<file path="src/rtl/lsa_seq_pkg.sv">
package lsa_seq_pkg;

    localparam int CFG_W  = 24;
    localparam int ADDR_W = 3;

    typedef enum logic [ADDR_W-1:0] {
        ADDR_START    = 3'd0,
        ADDR_CONT_ON  = 3'd1,
        ADDR_CONT_OFF = 3'd2,
        ADDR_HALF     = 3'd4,
        ADDR_INTEG    = 3'd5,
        ADDR_SETTLE   = 3'd6
    } reg_addr_e;

    typedef enum logic {
        FR_IDLE,
        FR_RUN
    } frame_st_e;

    typedef struct packed {
        logic [CFG_W-1:0] half;
        logic [CFG_W-1:0] integ;
        logic [CFG_W-1:0] settle;
    } seq_cfg_t;

    // A setting is usable when it keeps phase width, settle window and
    // integration time inside the sensor's limits.
    function automatic logic cfg_valid(seq_cfg_t c, int unsigned min_half,
                                       int unsigned min_settle, int unsigned min_int);
        int unsigned h;
        int unsigned s;
        int unsigned n;
        h = 32'(c.half);
        s = 32'(c.settle);
        n = 32'(c.integ);
        return (h >= min_half) && (s >= min_settle) && (s < 2 * h) && (n >= min_int);
    endfunction

endpackage

</file>
<file path="src/rtl/seq_cfg_regs.sv">
module seq_cfg_regs
    import lsa_seq_pkg::*;
(
    input  logic              clk,
    input  logic              rst,
    input  logic              wr_en,
    input  logic [ADDR_W-1:0] wr_addr,
    input  logic [CFG_W-1:0]  wr_data,
    output seq_cfg_t          cfg,
    output logic              cont_mode,
    output logic              start_req
);

    always_ff @(posedge clk) begin
        if (rst) begin
            cfg       <= '0;
            cont_mode <= 1'b0;
            start_req <= 1'b0;
        end else begin
            start_req <= 1'b0;
            if (wr_en) begin
                case (reg_addr_e'(wr_addr))
                    ADDR_START:    start_req  <= 1'b1;
                    ADDR_CONT_ON:  cont_mode  <= 1'b1;
                    ADDR_CONT_OFF: cont_mode  <= 1'b0;
                    ADDR_HALF:     cfg.half   <= wr_data;
                    ADDR_INTEG:    cfg.integ  <= wr_data;
                    ADDR_SETTLE:   cfg.settle <= wr_data;
                    default:       ;
                endcase
            end
        end
    end

endmodule

</file>
<file path="src/rtl/seq_sclk_gen.sv">
module seq_sclk_gen
    import lsa_seq_pkg::*;
(
    input  logic             clk,
    input  logic             rst,
    input  logic             run,
    input  logic [CFG_W-1:0] half,
    output logic             sclk,
    output logic             tick_rise,
    output logic             tick_fall
);

    logic [CFG_W-1:0] ph_cnt;
    logic             ph_end;

    assign ph_end    = run && (ph_cnt == half - CFG_W'(1));
    assign tick_rise = ph_end && !sclk;
    assign tick_fall = ph_end && sclk;

    always_ff @(posedge clk) begin
        if (rst || !run) begin
            ph_cnt <= '0;
            sclk   <= 1'b0;
        end else if (ph_end) begin
            ph_cnt <= '0;
            sclk   <= ~sclk;
        end else begin
            ph_cnt <= ph_cnt + CFG_W'(1);
        end
    end

endmodule

</file>
<file path="src/rtl/seq_frame_ctl.sv">
module seq_frame_ctl
    import lsa_seq_pkg::*;
#(
    parameter int PIXELS     = 1280,
    parameter int RESET_CLKS = 18,
    localparam int EDGE_W    = $clog2(PIXELS + 2)
)(
    input  logic              clk,
    input  logic              rst,
    input  seq_cfg_t          cfg,
    input  logic              cfg_ok,
    input  logic              start_req,
    input  logic              cont_mode,
    input  logic              tick_rise,
    input  logic              tick_fall,
    output logic              run,
    output logic              si,
    output logic              done,
    output logic [CFG_W-1:0]  act_half,
    output logic [CFG_W-1:0]  act_settle,
    output logic [EDGE_W-1:0] edge_cnt,
    output logic              int_zero
);

    localparam logic [EDGE_W-1:0] LAST_EDGE = EDGE_W'(PIXELS + 1);
    localparam logic [EDGE_W-1:0] INT_EDGE  = EDGE_W'(RESET_CLKS + 1);

    frame_st_e        st;
    logic             armed;
    logic [CFG_W-1:0] act_integ;
    logic [CFG_W-1:0] int_cnt;
    logic             want;
    logic             launch;
    logic             refuse;

    assign int_zero = (int_cnt == '0);
    assign want     = (st == FR_IDLE) && int_zero && (armed || cont_mode);
    assign launch   = want && cfg_ok;
    assign refuse   = want && !cfg_ok;
    assign run      = (st == FR_RUN);

    always_ff @(posedge clk) begin
        if (rst) begin
            st         <= FR_IDLE;
            armed      <= 1'b0;
            si         <= 1'b0;
            done       <= 1'b0;
            edge_cnt   <= '0;
            act_half   <= '0;
            act_settle <= '0;
            act_integ  <= '0;
            int_cnt    <= '0;
        end else begin
            done <= 1'b0;
            if (launch || refuse) armed <= 1'b0;
            if (start_req)        armed <= 1'b1;

            if (int_cnt != '0) int_cnt <= int_cnt - CFG_W'(1);

            if (launch) begin
                st         <= FR_RUN;
                si         <= 1'b1;
                edge_cnt   <= '0;
                act_half   <= cfg.half;
                act_settle <= cfg.settle;
                act_integ  <= cfg.integ;
            end else if (st == FR_RUN) begin
                if (tick_rise) begin
                    edge_cnt <= edge_cnt + EDGE_W'(1);
                    if (edge_cnt + EDGE_W'(1) == INT_EDGE) int_cnt <= act_integ;
                end
                if (tick_fall) begin
                    if (edge_cnt == EDGE_W'(1)) si <= 1'b0;
                    if (edge_cnt == LAST_EDGE) begin
                        st   <= FR_IDLE;
                        done <= 1'b1;
                    end
                end
            end
        end
    end

endmodule

</file>
<file path="src/rtl/seq_strobe_gen.sv">
module seq_strobe_gen
    import lsa_seq_pkg::*;
#(
    parameter int PIXELS   = 1280,
    localparam int EDGE_W  = $clog2(PIXELS + 2),
    localparam int IDX_W   = $clog2(PIXELS)
)(
    input  logic              clk,
    input  logic              rst,
    input  logic              tick_rise,
    input  logic [EDGE_W-1:0] edge_cnt,
    input  logic [CFG_W-1:0]  settle,
    output logic              strobe,
    output logic [IDX_W-1:0]  pix_idx
);

    logic             pend;
    logic [CFG_W-1:0] dly;

    assign strobe = pend && (dly == '0);

    always_ff @(posedge clk) begin
        if (rst) begin
            pend    <= 1'b0;
            dly     <= '0;
            pix_idx <= '0;
        end else if (tick_rise && (edge_cnt < EDGE_W'(PIXELS))) begin
            pend    <= 1'b1;
            dly     <= settle;
            pix_idx <= edge_cnt[IDX_W-1:0];
        end else if (pend) begin
            if (dly == '0) pend <= 1'b0;
            else           dly  <= dly - CFG_W'(1);
        end
    end

endmodule

</file>
<file path="src/rtl/lsa_readout_seq.sv">
module lsa_readout_seq
    import lsa_seq_pkg::*;
#(
    parameter int PIXELS     = 1280,
    parameter int RESET_CLKS = 18,
    parameter int MIN_HALF   = 13,
    parameter int MIN_SETTLE = 30,
    parameter int MIN_INT    = 40500,
    localparam int IDX_W     = $clog2(PIXELS),
    localparam int EDGE_W    = $clog2(PIXELS + 2)
)(
    input  logic              clk,
    input  logic              rst,
    input  logic              wr_en,
    input  logic [ADDR_W-1:0] wr_addr,
    input  logic [CFG_W-1:0]  wr_data,
    output logic              sensor_clk,
    output logic              sensor_si,
    output logic              adc_strobe,
    output logic [IDX_W-1:0]  pixel_idx,
    output logic              frame_done
);

    seq_cfg_t          cfg;
    logic              cont_mode;
    logic              start_req;
    logic              cfg_ok;
    logic              run;
    logic              tick_rise;
    logic              tick_fall;
    logic [CFG_W-1:0]  act_half;
    logic [CFG_W-1:0]  act_settle;
    logic [EDGE_W-1:0] edge_cnt;
    logic              int_zero;

    assign cfg_ok = cfg_valid(cfg, MIN_HALF, MIN_SETTLE, MIN_INT);

    seq_cfg_regs u_regs (
        .clk       (clk),
        .rst       (rst),
        .wr_en     (wr_en),
        .wr_addr   (wr_addr),
        .wr_data   (wr_data),
        .cfg       (cfg),
        .cont_mode (cont_mode),
        .start_req (start_req)
    );

    seq_frame_ctl #(
        .PIXELS     (PIXELS),
        .RESET_CLKS (RESET_CLKS)
    ) u_frame (
        .clk        (clk),
        .rst        (rst),
        .cfg        (cfg),
        .cfg_ok     (cfg_ok),
        .start_req  (start_req),
        .cont_mode  (cont_mode),
        .tick_rise  (tick_rise),
        .tick_fall  (tick_fall),
        .run        (run),
        .si         (sensor_si),
        .done       (frame_done),
        .act_half   (act_half),
        .act_settle (act_settle),
        .edge_cnt   (edge_cnt),
        .int_zero   (int_zero)
    );

    seq_sclk_gen u_sclk (
        .clk       (clk),
        .rst       (rst),
        .run       (run),
        .half      (act_half),
        .sclk      (sensor_clk),
        .tick_rise (tick_rise),
        .tick_fall (tick_fall)
    );

    seq_strobe_gen #(
        .PIXELS (PIXELS)
    ) u_strobe (
        .clk       (clk),
        .rst       (rst),
        .tick_rise (tick_rise),
        .edge_cnt  (edge_cnt),
        .settle    (act_settle),
        .strobe    (adc_strobe),
        .pix_idx   (pixel_idx)
    );

endmodule

</file>
<file path="config.mk">
export PLATFORM = sky130hd
export DESIGN_NAME = lsa_readout_seq
export DESIGN_NICKNAME = d
export VERILOG_FILES = /design/src/rtl/lsa_seq_pkg.sv /design/src/rtl/seq_cfg_regs.sv /design/src/rtl/seq_sclk_gen.sv /design/src/rtl/seq_frame_ctl.sv /design/src/rtl/seq_strobe_gen.sv /design/src/rtl/lsa_readout_seq.sv
export SDC_FILE = /design/constraint.sdc
export NUM_CORES = 1
export LEC_CHECK = 0
export BUFFER_PORTS_ARGS = -buffer_cell sky130_fd_sc_hd__buf_2
export CAP_MARGIN = 20
export CELL_PAD_IN_SITES_DETAIL_PLACEMENT = 1
export CELL_PAD_IN_SITES_GLOBAL_PLACEMENT = 2
export CORE_MARGIN = 10
export CORE_UTILIZATION = 24
export CTS_CLUSTER_DIAMETER = 150
export CTS_CLUSTER_SIZE = 25
export DETAILED_ROUTE_END_ITERATION = 8
export PLACE_DENSITY_LB_ADDON = 0.1
export SLEW_MARGIN = 20
export SYNTH_ARGS = -nofsm -noshare
export SYNTH_HDL_FRONTEND = slang
export SYNTH_SLANG_ARGS = --single-unit
</file>
<file path="constraint.sdc">
create_clock -name clk -period 5 [get_ports clk]
set_clock_uncertainty 0.05 [all_clocks]
set_input_delay 0.75 -clock clk [delete_from_list [all_inputs] [get_ports clk]]
set_output_delay 0.75 -clock clk [all_outputs]
set_load 0.01 [all_outputs]
</file>
==> out/qor.txt, run 1 <==
endpoint class of the critical path - register
Worst VDD drop - 0.1670 mV
Crit Path Max Fanout - 24
setup TNS - 0 ps
Inserted Clock Buffers - 13
Cell Area, Synth - 12330 um2
Leakage - 4.665 nW
cts hold-fix bufs - 0
clk slew on worst S/H paths - 110 ps
synth warn - 0
crit-path cells - inv_1, ha_1, or3b_2, o31a_1, nor4_1, o211ai_1, or4_1, nor4_4, buf_4, mux2_2
1st-pass router iterations - 5
multiplexer share of the synthesized area - 0.05795
cells after synthesis - 1560
wire per inst - 19.06 um
final setup vio count - 0
non-filler cells in the finished layout - 2224
Worst path max stage delay - 810 ps
io pins - 45
clock sinks - 246
Final Cycle Share - 0.8643
status - finished, final reports clean
Synth Flop Type - dfxtp_1
Die W - 246.7 um
hold_sp - u_strobe.pix_idx[10]
synth-to-layout area growth - 10.33%
via count - 10610
Post-synth EDFFs - 0
largest family of logic cells by synthesized area - simple AND/OR/NAND/NOR gates
Async S/R FF share, synth - 0
Max Transition Viols Final - 0
Final ANT Viol Nets - 0
WHS Path Cells - 2
row count - 83
register area share after synthesis - 0.3994
Final Util - 0.2662
Seq cells post-synth - 246
post-CTS sizing - 0
initial antenna violation count - 0
Hold Vio Cnt, Final - 0
RSZ-0062 raised after global routing - false
core area - 51090 um2
CP Class - register to register
largest net degree at the start of global routing - 85
Yosys cell types - 68
Max Cap Viol - 0
hpwl dp - 30.77 mm
crit path DAT - 4690 ps
DRT iter0 DRCs - 482
H-tree Lvls - 1
Global Route Usage Sum - 0.1374
CP startpoint kind - register
clock latency on the worst-skew pair - 520 ps
Cells after DPL - 2209
Initial Utilization - 0.2413
Clock Tree Buf Depth - 3
Tightest Pin Transition - 1079 ps
Synth Area in Compound Gates - 0.1150
Synth area leaders - dfxtp_1 40%, nand2_1 11%, a21oi_1 6.7%, xnor2_1 3.6%, ha_1 2.9%
top cell type's share of synthesized area - 0.3994
# nets final - 1603
Simple-Gate Fraction of Synth Area - 0.2867
Slew headroom - 0.2808
GR Overflow Total - 0
first-pass GRT wire length - 65.84 mm
post-synthesis net count - 1619
CP Launch Point - u_frame.act_half[0]
layout cells sized above 1 - 0.07383
number of setup buffers added after CTS - 0
reg2reg start - u_frame.act_half[0]
CP max stage cell - or4_1
Via density - 4.769
Routed Wire Length - 42.39 mm
Tmin final - 4322 ps
antenna diode count - 0
placer congestion estimate - 0.7536
DRC - 0
Root Buffer Master - clkbuf_16
die footprint - 60840 um2
total power - 4.122 mW
largest area contributor in the netlist - dfxtp_1
CP Data Required Time - 5360 ps
Pwr Density - 303.0 nW/um2
f_max - 231.4 MHz
Synth Area in Adders - 0.02943
hold crit path type - register to register
R2R depth - 10
port bufs - 44
Die H - 246.7 um
Synth Area in XOR/XNOR - 0.06464
TritonCTS clock tree - done
number of global-route vias before repair - 10710
R2R setup slack - 680 ps
Avg Inst Size Synth - 7.903 um2
==> worst max-delay path, delay by kind of cell, from the launching register on <==
family / cells / cell delay [ps]
fa+ha+maj: 1 / 260
compound gates: 2 / 450
mux: 1 / 390
flops: 1 / 380
simple gates: 4 / 2180
buf+inv: 2 / 500
==> cell families (layout without fill, tap and decap cells) <==
group / after synthesis / count (layout)
compound gates: 242 / 242
xor+xnor: 91 / 91
fa+ha+maj: 29 / 29
buf+inv: 146 / 130
flops: 246 / 246
mux: 67 / 67
simple gates: 739 / 739
==> Yosys cell counts, drive strengths merged, types with 16 or more instances <==
| cell | count |
|---|---|
| mux2i | 32 |
| nand4 | 25 |
| xnor2 | 50 |
| o21ai | 16 |
| nor2b | 38 |
| or3 | 20 |
| xor2 | 41 |
| nand2 | 368 |
| buf | 17 |
| mux2 | 35 |
| ha | 29 |
| nor4 | 49 |
| nor3 | 63 |
| nor2 | 68 |
| dfxtp | 246 |
| a21oi | 164 |
| nand3 | 44 |
| inv | 50 |
| clkbuf | 79 |
==> power by group <==
| part | total (mW) | internal (mW) | switching [mW] |
|---|---|---|---|
| sequential | 2.13 | 2.04 | 0.0920 |
| clock | 1.25 | 0.531 | 0.719 |
| combinational | 0.739 | 0.303 | 0.436 |
==> path summary, 6_finish.rpt <==
path / to
hold / removal: u_strobe.pix_idx[10]
setup reg to reg: u_frame.int_cnt[4]
setup / recovery: u_frame.int_cnt[4]
hold reg to reg: u_strobe.pix_idx[10]
==> metal layers <==
layer  GRT usage  routed length (um)  vias to the layer above
li1            -                   -                     5321
met1      0.1827               20590                     5170
met2      0.2346               20150                       83
met3     0.01651                 889                       32
met4     0.02796                 759                        0
met5           0                   0                        -
==> stage by stage <==
step           cell area, um2  setup slack (ps)  hold WS, ps
2_1_floorplan           12330              1546        360.8
3_3_place_gp            13240             697.3        384.0
3_5_place_dp            13240             648.2        390.9
4_1_cts                 13600             623.3        406.6
5_1_grt                 13600             331.9        417.3
6_report                13600             678.3        401.2
==> layout by cell type (no fill, tap or decap), drive strengths merged, types with 10 or more instances in the layout <==
master / instances
a21oi: 164
and3: 10
buf: 65
clkbuf: 13
dfxtp: 246
ha: 29
inv: 51
mux2: 35
mux2i: 32
nand2: 368
nand3: 44
nand4: 25
nor2: 68
nor2b: 38
nor3: 63
nor4: 49
o21ai: 16
or3: 20
or4: 14
xnor2: 50
xor2: 41
==> state kept, by name, summed over array words and instances (netlist names) <==
register,count
u_frame.edge_cnt,11
u_sclk.sclk,1
u_frame.si,1
u_regs.cont_mode,1
u_frame.act_integ,24
u_sclk.ph_cnt,24
u_regs.start_req,1
u_frame.act_half,24
u_regs.cfg,72
u_strobe.pend,1
u_frame.done,1
u_frame.armed,1
u_frame.run,1
u_strobe.dly,24
u_frame.int_cnt,24
u_strobe.pix_idx,11
u_frame.act_settle,24
==> layout make-up <==
class                           instances  area, um2
Fill cell                            6209      37490
Multi-Input combinational cell       1168       6867
Tap cell                              680      850.8
Clock inverter                          2      38.79
Sequential cell                       246       4925
Clock buffer                           13      325.3
Inverter                               50      187.7
Timing Repair Buffer                   65      409.1
(Power assumes the default switching activity.)
==> run 2: changes to the inputs <==
Settings changed: REMOVE_ABC_BUFFERS set to 1.
==> out/qor.txt, run 2 (synthesis results as in run 1) <==
clk slew on worst S/H paths - 110 ps (about the same)
crit path DAT - 4590 ps (-100 ps)
final setup vio count - 0 (unchanged)
Final ANT Viol Nets - 0 (unchanged)
reg2reg start - u_frame.act_half[5]
wire per inst - 19.24 um (+0.94%)
total power - 4.117 mW (-0.11%)
Slew headroom - 0.3250 (+0.04416)
hold_sp - u_regs.start_req
number of global-route vias before repair - 10710 (+0.0093%)
Crit Path Max Fanout - 24 (unchanged)
GR Overflow Total - 0 (unchanged)
synth-to-layout area growth - 10.12%
hpwl dp - 30.69 mm (-0.27%)
Worst VDD drop - 0.1531 mV (-8.3%)
Hold Path Sink - u_frame.armed
WHS Path Cells - 2 (unchanged)
Final Cycle Share - 0.8485 (-0.01587)
CP Launch Point - u_frame.act_half[5]
CP Data Required Time - 5340 ps (-20 ps)
initial antenna violation count - 1 (+1)
DRC - 0 (unchanged)
clock sinks - 246 (unchanged)
largest net degree at the start of global routing - 87 (+2.4%)
Hold Vio Cnt, Final - 0 (unchanged)
CP Class - register to register
hold crit path type - register to register
Die W - 246.7 um (unchanged)
layout cells sized above 1 - 0.07263 (-0.001201)
Root Buffer Master - clkbuf_16
fin area - 13580 um2 (-0.19%)
post-CTS sizing - 0 (unchanged)
commonest cells after routing, fill and taps aside - 368 x nand2_1, 246 x dfxtp_1, 164 x a21oi_1
commonest non-fill, non-tap cell in the layout - nand2_1
Leakage - 4.650 nW (-0.33%)
R2R depth - 8 (-2)
Die H - 246.7 um (unchanged)
port bufs - 44 (unchanged)
CP startpoint kind - register
Crit Reg-Reg Endpoint - u_frame.int_cnt[3]
endpoint class of the critical path - register
placer congestion estimate - 0.7372 (-2.2%)
cts hold-fix bufs - 0 (unchanged)
H-tree Lvls - 1 (unchanged)
Tightest Pin Transition - 1013 ps (-66.25 ps)
Routed Wire Length - 42.77 mm (+0.89%)
Tmin final - 4242 ps (-79.37 ps)
clock latency on the worst-skew pair - 510 ps (about the same)
placed cell areas - 13220 um2 (-0.15%)
Max Cap Viol - 0 (unchanged)
via count - 10570 (-0.36%)
1st-pass router iterations - 4 (-1)
RSZ-0062 raised after global routing - false
Largest register FFs - 72 (unchanged)
pre-CTS worst setup slack - 801.5 ps (+153.3 ps)
core area - 51090 um2 (unchanged)
die footprint - 60840 um2 (unchanged)
setup TNS - 0 ps (unchanged)
fillcell total - 6104 (-1.7%)
DRT iter0 DRCs - 578 (+20%)
f_max - 235.7 MHz (+1.9%)
first-pass GRT wire length - 66.99 mm (+1.7%)
Via density - 4.754 (-0.31%)
row count - 83 (unchanged)
setup slack after layout - 757.7 ps (+79.37 ps)
Largest Register - u_regs.cfg
Inserted Clock Buffers - 13 (unchanged)
R2R setup slack - 760 ps (+80 ps)
Initial Utilization - 0.2413 (unchanged)
number of setup buffers added after CTS - 0 (unchanged)
TritonCTS clock tree - done
Max Transition Viols Final - 0 (unchanged)
Clock Tree Buf Depth - 3 (unchanged)
Pwr Density - 303.3 nW/um2 (about the same)
Global Route Usage Sum - 0.1390 (+0.001635)
io pins - 45 (unchanged)
# nets final - 1602 (-0.062%)
status - finished, final reports clean
-- run 2: changes by cell type in the layout (fill, tap and decap cells not counted), sizes merged --
| cell | previous run | this run |
|---|---|---|
| diode | 0 | 1 |
| inv | 51 | 50 |
| buf | 65 | 64 |
-- run 2: layout make-up --
class                           count  area, um2  area share
Antenna cell                        1      2.502   0.0001843
Timing Repair Buffer               64      389.1     0.02866
Clock buffer                       13      325.3     0.02396
Multi-Input combinational cell   1168       6867      0.5058
Tap cell                          680      850.8     0.06267
Clock inverter                      1      30.03    0.002212
Inverter                           50      187.7     0.01382
Sequential cell                   246       4925      0.3627
-- run 2: worst max path at each step --
stage,to,slack (ps)
after floorplan,u_frame.edge_cnt[2],-2810
after global placement,u_frame.int_cnt[5],850
after detailed placement,u_frame.int_cnt[3],800
after CTS,u_frame.int_cnt[3],770
after global routing,u_frame.int_cnt[3],580
final,u_frame.int_cnt[3],760
-- run 2: stage by stage --
stage	std cells	util	hold WS (ps)
3_5_place_dp	2208	0.2587	378.2
3_3_place_gp	2208	0.2587	374.6
4_1_cts	2222	0.2657	394.2
5_1_grt	2222	0.2657	426.1
2_1_floorplan	1464	-	354.8
6_report	2223	0.2657	389.6
-- run 2: per-layer routing --
layer | up-vias | share of wire | wire length, um | GRT usage
met5 | - | 0 | 0 | 0
met4 | 0 | 0.010 | 442 | 0.02273
met3 | 25 | 0.023 | 973 | 0.01295
met2 | 58 | 0.43 | 18590 | 0.2147
met1 | 5170 | 0.53 | 22770 | 0.2074
li1 | 5315 | - | - | -
-- run 2: critical path, cell delays in order, from the launching register on --
cell      delay (ps)
dfxtp_1          410
or4_4            580
nor3_2           650
o221ai_1         200
a2111o_1         420
or4_1            700
nor4_4           300
buf_4            400
mux2_2           390
-- run 2: where the power goes --
group          leakage, nW  switching [mW]  internal, mW
Combinational         2.49           0.450         0.307
Clock                0.174           0.706         0.526
Sequential            1.99          0.0866          2.04
Total                 4.65            1.24          2.87
==> run 3: changes to the inputs <==
Clock period 5 ns to 3.7 ns, I/O delays scaled along.
==> out/qor.txt, run 3 (synthesis results as in run 1) <==
Inserted Clock Buffers - 13 (unchanged)
R2R setup slack - 170 ps (-590 ps)
clk slew on worst S/H paths - 120 ps (about the same)
Clock Tree Buf Depth - 3 (unchanged)
WHS Path Cells - 3 (+1)
Net Sw Frac - 0.3036 (+0.001803)
hold_sp - wr_data[9]
Largest register FFs - 72 (unchanged)
Tmin final - 3529 ps (-713.8 ps)
Max Cap Viol - 0 (unchanged)
wire per inst - 19.27 um (+0.15%)
synth-to-layout area growth - 13.53%
DRT iter0 DRCs - 494 (-15%)
initial antenna violation count - 1 (unchanged)
CP max stage cell - or4_4
logic gate share of total power - 0.191 (+0.007)
io pins - 45 (unchanged)
hold crit path type - input pin to register
DRC - 0 (unchanged)
Worst path max stage delay - 630 ps (-70 ps)
Hold Vio Cnt, Final - 0 (unchanged)
reg2reg start - u_frame.act_half[1]
total power - 5.620 mW (+36%)
Worst VDD drop - 0.2873 mV (+88%)
Routed Wire Length - 43.60 mm (+2.0%)
Slew headroom - 0.2909 (-0.03404)
metal2 WL - 19.43 mm (+4.5%)
FF/Latch Area - 4925 um2 (unchanged)
core area - 51090 um2 (unchanged)
H-tree Lvls - 1 (unchanged)
Global Route Usage Sum - 0.1416 (+0.002552)
R2R depth - 10 (+2)
1st-pass router iterations - 4 (unchanged)
final setup vio count - 0 (unchanged)
Via density - 4.760 (+0.12%)
Final Cycle Share - 0.9537 (+0.1052)
commonest cells after routing, fill and taps aside - 368 x nand2_1, 246 x dfxtp_1, 164 x a21oi_1
die footprint - 60840 um2 (unchanged)
number of global-route vias before repair - 11170 (+4.3%)
hpwl dp - 31.27 mm (+1.9%)
antenna diode count - 0 (-1)
Die H - 246.7 um (unchanged)
RSZ-0062 raised after global routing - true
setup TNS - 0 ps (unchanged)
largest net degree at the start of global routing - 56 (-36%)
WL met1 - 22.73 mm (-0.16%)
row count - 83 (unchanged)
Final ANT Viol Nets - 0 (unchanged)
fillcell total - 6137 (+0.54%)
via count - 10770 (+1.9%)
port bufs - 44 (unchanged)
sequential share of power - 0.512 (-0.005)
Max Transition Viols Final - 0 (unchanged)
endpoint class of the critical path - register
Leakage - 4.885 nW (+5.0%)
Initial Utilization - 0.2413 (unchanged)
Multi-input gate area - 6902 um2 (+0.51%)
Largest Register - u_regs.cfg
crit path DAT - 3880 ps (-710 ps)
Top Layer Used - met4
f_max - 283.4 MHz (+20%)
clock latency on the worst-skew pair - 510 ps (about the same)
clock sinks - 246 (unchanged)
first-pass GRT wire length - 68.41 mm (+2.1%)
commonest non-fill, non-tap cell in the layout - nand2_1
TritonCTS clock tree - done
NetSw - 1.706 mW (+37%)
clock power share - 0.297 (-0.002)
Hold Path Sink - u_regs.cfg[9]
placed cell areas - 13560 um2 (+2.6%)
layout cells sized above 1 - 0.09981 (+0.02718)
Die W - 246.7 um (unchanged)
Root Buffer Master - clkbuf_16
Pwr Density - 401.5 nW/um2 (+32%)
CP dominant cell by count - nor4_4
cts hold-fix bufs - 0 (unchanged)
# nets final - 1643 (+2.6%)
Crit Reg-Reg Endpoint - u_strobe.dly[0]
Final Util - 0.2739 (+0.008228)
crit-path cells - inv_1, ha_1, or3b_2, o31a_1, nor4_4, o211ai_1, or4_4, nor4_4, buf_12, mux2_2
Crit Path Max Fanout - 32 (+33%)
CP Data Required Time - 4050 ps (-1290 ps)
GR Overflow Total - 0 (unchanged)
Tightest Pin Transition - 1064 ps (+51.06 ps)
status - finished, final reports clean
CP startpoint kind - register
placer congestion estimate - 0.7829 (+6.2%)
internal power - 3.914 mW (+36%)
CP Class - register to register
Routed met3 length - 983 um (+1.0%)
fin area - 14000 um2 (+3.1%)
run 3: changes by cell type in the layout (fill, tap and decap cells not counted), sizes merged:
cell    before  now
diode        1    0
clkbuf      13   14
buf         64  104
run 3: what timing repair did:
action | 4_1_cts | 5_1_grt
setup buffers | 0 | 1
resized for setup | 2 | 4
cloned | 0 | 1
pin swaps | 0 | 1
endpoints found under the setup margin | 44 | 62
run 3: how the worst max path moves through the flow:
stage | to | slack [ps] | from | depth (start not counted)
6_report | u_strobe.dly[0] | 170 | u_frame.act_half[1] | 10
5_1_grt | u_frame.act_integ[18] | -8 | u_frame.int_cnt[0] | 11
2_1_floorplan | u_frame.edge_cnt[2] | -4110 | u_frame.int_cnt[0] | 9
3_5_place_dp | u_frame.int_cnt[3] | -140 | u_frame.act_half[1] | 10
4_1_cts | u_frame.int_cnt[3] | 50 | u_frame.act_half[1] | 10
3_3_place_gp | u_frame.int_cnt[23] | -20 | u_frame.act_half[1] | 10
run 3: cell type report:
class / count / share of cell area
clock buffers: 13 / 0.02324
flip-flops and latches: 246 / 0.3518
inverters: 50 / 0.01341
repair buffers: 105 / 0.05551
multi-input cells: 1168 / 0.4931
well taps: 680 / 0.06078
clock inverters: 1 / 0.002145
run 3: worst max-delay path: cells and delay by family, from the launching register on:
family,cells,cell delay (ps)
simple gates,4,1640
compound gates,2,450
mux,1,370
flops,1,360
buf+inv,2,340
fa+ha+maj,1,190
run 3: power groups by stage:
stage | registers [mW] | clock network [mW] | logic (mW)
after global routing | 2.90 | 1.85 | 1.21
after CTS | 2.88 | 1.79 | 1.07
after floorplan | 2.90 | 0 | 0.706
after detailed placement | 2.94 | 0 | 1.06
after global placement | 2.93 | 0 | 1.05
final | 2.88 | 1.67 | 1.07
run 3: stage by stage:
stage | hold slack [ps] | worst slack [ps] | cells
floorplan | 354.8 | -4114 | 1464
global placement | 372.8 | -15.65 | 2247
detailed placement | 390.0 | -140.8 | 2247
CTS | 231.1 | 45.87 | 2261
global route | 251.3 | -8.195 | 2263
finish | 263.3 | 171.4 | 2263
run 3: metal layers:
metal / track usage / up-vias
met5: 0 / -
met4: 0.02309 / 0
met3: 0.01284 / 21
met2: 0.2228 / 80
met1: 0.2081 / 5281
li1: - / 5389
